**src/rtl/dest_addr_filter.sv**
```systemverilog
module dest_addr_filter #(
  parameter int          HASH_WORDS  = 8,
  parameter int          PROMISC_BIT = 3,
  parameter logic [31:0] CRC_POLY    = 32'h04C11DB7
) (
  input  logic        clk,
  input  logic        rst_n,
  input  logic        frame_start,
  input  logic        byte_valid,
  input  logic [7:0]  byte_data,
  input  logic        reg_wr_en,
  input  logic [3:0]  reg_wr_addr,
  input  logic [31:0] reg_wr_data,
  input  logic        cmd_valid,
  input  logic        cmd_set,
  input  logic [47:0] cmd_addr,
  output logic        verdict_valid,
  output logic        accept
);
  localparam int IDX_W  = $clog2(HASH_WORDS * 32);
  localparam int WORD_W = IDX_W - 5;
  localparam logic [2:0] N_BYTES = 3'd6;

  function automatic logic [31:0] crc_step(input logic [31:0] c, input logic [7:0] d);
    logic [31:0] r;
    logic fb;
    r = c;
    for (int i = 0; i < 8; i++) begin
      fb = d[i] ^ r[31];
      r  = {r[30:0], 1'b0};
      if (fb) r = r ^ CRC_POLY;
    end
    return r;
  endfunction

  function automatic logic [IDX_W-1:0] addr_index(input logic [47:0] a);
    logic [31:0] c;
    c = 32'hFFFF_FFFF;
    for (int k = 0; k < 6; k++) c = crc_step(c, a[47-8*k -: 8]);
    return c[31 -: IDX_W];
  endfunction

  logic [31:0] sta_w1;
  logic [15:0] sta_w2;
  logic        promisc;
  logic [31:0] hash_q [HASH_WORDS];

  logic [2:0]  cnt;
  logic [31:0] crc_q;
  logic        uc_ok, bc_ok, grp;

  logic [7:0]  sta_byte;
  always_comb begin
    case (cnt)
      3'd0:    sta_byte = sta_w2[7:0];
      3'd1:    sta_byte = sta_w2[15:8];
      3'd2:    sta_byte = sta_w1[7:0];
      3'd3:    sta_byte = sta_w1[15:8];
      3'd4:    sta_byte = sta_w1[23:16];
      default: sta_byte = sta_w1[31:24];
    endcase
  end

  wire              take   = byte_valid && !frame_start && (cnt < N_BYTES);
  wire              last   = take && (cnt == N_BYTES - 3'd1);
  wire [31:0]       crc_n  = crc_step(crc_q, byte_data);
  wire              uc_n   = uc_ok && (byte_data == sta_byte);
  wire              bc_n   = bc_ok && (byte_data == 8'hFF);
  wire              grp_n  = (cnt == 3'd0) ? byte_data[0] : grp;
  wire [IDX_W-1:0]  rx_idx = crc_n[31 -: IDX_W];
  wire [31:0]       rx_wd  = hash_q[rx_idx[IDX_W-1:5]];
  wire              hit    = rx_wd[~rx_idx[4:0]];
  wire              verdict_n = promisc | bc_n | (grp_n ? hit : uc_n);

  always_ff @(posedge clk) begin
    if (!rst_n || frame_start) begin
      cnt           <= '0;
      crc_q         <= 32'hFFFF_FFFF;
      uc_ok         <= 1'b1;
      bc_ok         <= 1'b1;
      grp           <= 1'b0;
      verdict_valid <= 1'b0;
      accept        <= 1'b0;
    end else if (take) begin
      cnt   <= cnt + 3'd1;
      crc_q <= crc_n;
      uc_ok <= uc_n;
      bc_ok <= bc_n;
      grp   <= grp_n;
      if (last) begin
        verdict_valid <= 1'b1;
        accept        <= verdict_n;
      end
    end
  end

  always_ff @(posedge clk) begin
    if (!rst_n) begin
      sta_w1  <= '0;
      sta_w2  <= '0;
      promisc <= 1'b0;
    end else if (reg_wr_en) begin
      case (reg_wr_addr)
        4'd0:    sta_w1  <= reg_wr_data;
        4'd1:    sta_w2  <= reg_wr_data[31:16];
        4'd2:    promisc <= reg_wr_data[PROMISC_BIT];
        default: ;
      endcase
    end
  end

  wire [IDX_W-1:0] cmd_idx  = addr_index(cmd_addr);
  wire [31:0]      cmd_mask = 32'h1 << (5'd31 - cmd_idx[4:0]);

  for (genvar r = 0; r < HASH_WORDS; r++) begin : g_hash
    always_ff @(posedge clk) begin
      if (!rst_n)
        hash_q[r] <= '0;
      else if (reg_wr_en && reg_wr_addr == 4'(8 + r))
        hash_q[r] <= reg_wr_data;
      else if (cmd_valid && cmd_idx[IDX_W-1:5] == WORD_W'(r))
        hash_q[r] <= cmd_set ? (hash_q[r] | cmd_mask) : (hash_q[r] & ~cmd_mask);
    end
  end

  assert_clear_on_start_R7: assert property (@(posedge clk) disable iff (!rst_n)
    frame_start |=> !verdict_valid);
  assert_verdict_hold_R7: assert property (@(posedge clk) disable iff (!rst_n)
    verdict_valid && !frame_start |=> verdict_valid && $stable(accept));
  assert_rise_after_byte_R7: assert property (@(posedge clk) disable iff (!rst_n)
    $rose(verdict_valid) |-> $past(byte_valid));
  assert_six_bytes_R8: assert property (@(posedge clk) disable iff (!rst_n)
    verdict_valid |-> cnt == N_BYTES);
  assert_promisc_R5: assert property (@(posedge clk) disable iff (!rst_n)
    last && promisc |=> accept);
endmodule

```
**config.mk**
```make
export PLATFORM = sky130hd
export DESIGN_NAME = dest_addr_filter
export DESIGN_NICKNAME = d
export VERILOG_FILES = /design/src/rtl/dest_addr_filter.sv
export SDC_FILE = /design/constraint.sdc
export NUM_CORES = 1
export LEC_CHECK = 0
export BUFFER_PORTS_ARGS = -buffer_cell sky130_fd_sc_hd__buf_2
export CAP_MARGIN = 15
export CORE_UTILIZATION = 55
export CTS_CLUSTER_DIAMETER = 150
export DETAILED_ROUTE_END_ITERATION = 10
export GPL_TIMING_DRIVEN = 0
export PLACE_DENSITY_LB_ADDON = 0.12
export SYNTH_ARGS = -nofsm -noshare
export SYNTH_HDL_FRONTEND = slang
export SYNTH_SLANG_ARGS = --single-unit
```
**constraint.sdc**
```tcl
create_clock -name clk -period 7.4 [get_ports clk]
set_clock_uncertainty 0.05 [all_clocks]
set_input_delay 1.48 -clock clk [delete_from_list [all_inputs] [get_ports clk]]
set_output_delay 1.48 -clock clk [all_outputs]
set_load 0.005 [all_outputs]
```
==> reports/summary.txt <==
Reg area - 9470 um2
Overall Global Routing Usage - 41.0%
# IOs - 101
Detail Placement HPWL - 60,500 um
post-synthesis simple-gate area fraction - 8.19%
Tcrit/Tclk final - 94.1%
CP endpoint - accept
Placed Cells - 2,601
CP required - 7880 ps
total CTS buffers - 39
CP Cell Sequence - buf_2 > xnor2_1 > xnor3_1 > buf_1 > clkbuf_1 > clkbuf_1 > mux2i_1 > a32oi_1 > nand4_1 > o21ai_0 > and4b_1 > a211oi_1 > o221a_2
area of the multi-input gates - 12,300 um2
WL/cell - 31.7 um
Seq/Total Area, Yosys - 42.0%
number of max-cap violations - 0
critical setup path kind - input pin to flop
Clock Pin Slew Worst Setup and Hold Paths - 60 ps
clk buf depth - 3
layout cell share with drive strength beyond 1 - 12.1%
Worst EP arrival - 7440 ps
met1 GRT Util - 54.9%
Die ar. - 41,800 um2
NumNets Final - 2,223
1st-iter DRT viols - 2,798
Final Hold Viols - 0
Post-Synth Adder-Cell Area - 0.278%
crit path capture type - flop
DRC - 0
met3 global-route usage - 12.2%
worst r2r dst - accept
max incr delay on CP - 880 ps
TritonCTS clock tree - yes
DIE HEIGHT - 204 um
Critical Path Source - byte_data[1]
Hold Startpoint - sta_w1[24]
count of pins over their slew limit - 0
via count - 18,600
fin util - 62.0%
Die W - 204 um
clk_lat worst skew - 590 ps
Max Clk Rate - 0.144 GHz
CTS H-tree depth - 2
R2R cell count - 12
EDFF count, synth - 256
final setup fails - 0
Worst R2R Start - crc_q[30]
initial antenna violation count - 2
Design Area, Final - 24,900 um2
cells after synthesis - 2,011
# diodes - 0
fillers - 3,336
Slew headroom - 15.6%
post-CTS setup buffer count - 0
Clock Sink Count - 345
largest net degree at the start of global routing - 15
Yosys reg bits - 345
antenna-violating nets left - 0
first-pass GRT wire length - 122,000 um
PortBufs - 55
Via density - 6.95
syn_nets - 2,115
area grow syn2layout - 10.4%
Crit-path slowest cell - clkbuf_1
Synth Area in XOR/XNOR - 17.1%
dpl cell area - 23,600 um2
worst reg2reg setup slack - 1120 ps
final worst slack - 435 ps
RSZ-0062 raised after global routing - no
Mapped Area - 22,500 um2
Compound-Gate Fraction of Synth Area - 20.7%
worst slew pin tran - 1260 ps
M2 GR Usage - 59.9%
TritonRoute pass-1 iters - 6
status - complete, no violations
Mean Syn Cell Area - 11.2 um2
routability cong. - 1.05
mux share of post-synthesis cell area - 8.23%
synth warn - 0
fin cells - 2,674
main combinational cell family by area after synthesis - compound AO/OA/AOI/OAI gates
Async SR Flop Fraction - 0%
most frequent cell on the critical path - clkbuf_1
Routed WL - 84,700 um
Synth cell types - 56
post-cts gate resize count - 0
CP max FO - 10
area of the core - 40,100 um2
Initial Util - 56.2%
CTS Hold Bufs - 0
pre-CTS setup slack - -7.40 ps
Most Crowded Layer GR - met2
vias in the first global route - 18,100
Worst Setup Start Kind - input pin
Main synth FF type - edfxtp_1
root buf cell - clkbuf_16
Final min period - 6970 ps
HP Class - flop to flop
number of cell rows - 73
GRT Residual Overflow - 0
-- through the flow --
step,hold WS [ps],setup TNS (ps)
2_1_floorplan,385,0
3_3_place_gp,395,-29530
3_5_place_dp,403,-7.40
6_report,411,0
4_1_cts,415,0
5_1_grt,430,0
-- kinds of logic (layout without fill, tap and decap cells) --
logic type	Yosys count	in the layout
simple gates	379	379
xor+xnor	297	297
flops	345	345
fa+ha+maj	5	5
compound gates	671	671
mux	112	112
buf+inv	202	340
-- worst min path at each step --
stage | to | slack, ps | depth (start not counted)
after global routing | verdict_valid | 430 | 1
after detailed placement | verdict_valid | 400 | 1
after floorplan | bc_ok | 380 | 2
final | sta_w1[24] | 410 | 2
after global placement | verdict_valid | 400 | 1
after CTS | sta_w1[24] | 420 | 2
-- cell usage after synthesis, drive strengths merged (5+ instances only) --
cell type,n,area [um2]
xnor2,160,1500
mux4,58,1310
xor3,11,263
xor2,56,517
mux2i,49,490
and2,12,75.1
ha,5,62.6
nor2,79,477
dfxtp,89,1780
buf,26,118
o21ai,228,1190
nand3,23,115
mux2,5,56.3
nor3,19,185
a22oi,9,67.6
nor2b,7,43.8
nand4,6,37.5
o21a,15,113
clkbuf,172,647
xnor3,70,1580
a222oi,8,80.1
a22o,224,1960
o211ai,42,315
a21oi,73,365
a311oi,5,43.8
a21boi,50,375
edfxtp,256,7690
nand2,221,830
-- per-layer routing --
| layer | part of all wire, % | up-vias |
|---|---|---|
| met1 | 37 | 9106 |
| met4 | 5.7 | 4 |
| li1 | - | 7778 |
| met5 | 0.033 | - |
| met3 | 14 | 273 |
| met2 | 43 | 1419 |
-- worst max-delay path, delay by kind of cell --
kind	cells	cell delay (ps)
AND/OR/NAND/NOR	2	400
buffers and inverters	4	2660
AO/OA/AOI/OAI	4	1300
XOR/XNOR	2	1410
multiplexers	1	180
-- area by class of cell --
type / instances / area share, %
Tap cell: 525 / 2.64
Clock inverter: 18 / 0.629
Clock buffer: 53 / 4.30
Inverter: 4 / 0.0604
Sequential cell: 345 / 38.1
Timing Repair Buffer: 67 / 1.78
Multi-Input combinational cell: 1464 / 49.4
Buffer: 198 / 3.08
-- cells in the final DEF (no fill, tap or decap), types with 49 or more instances in the layout --
cell	netlist	layout
a21boi_0	50	50
a21oi_1	73	73
edfxtp_1	256	256
a22o_1	224	224
buf_2	7	62
nor2_1	57	57
nand2_1	221	221
xnor2_1	150	149
xnor3_1	67	67
clkbuf_1	171	182
o21ai_0	152	152
mux2i_1	49	49
o21ai_1	62	62
dfxtp_1	89	89
xor2_1	54	54
mux4_2	58	58
Power is left out: the tool's default activity adds up to more than one toggle a clock period on the data nets, which glitch-free logic cannot reach.
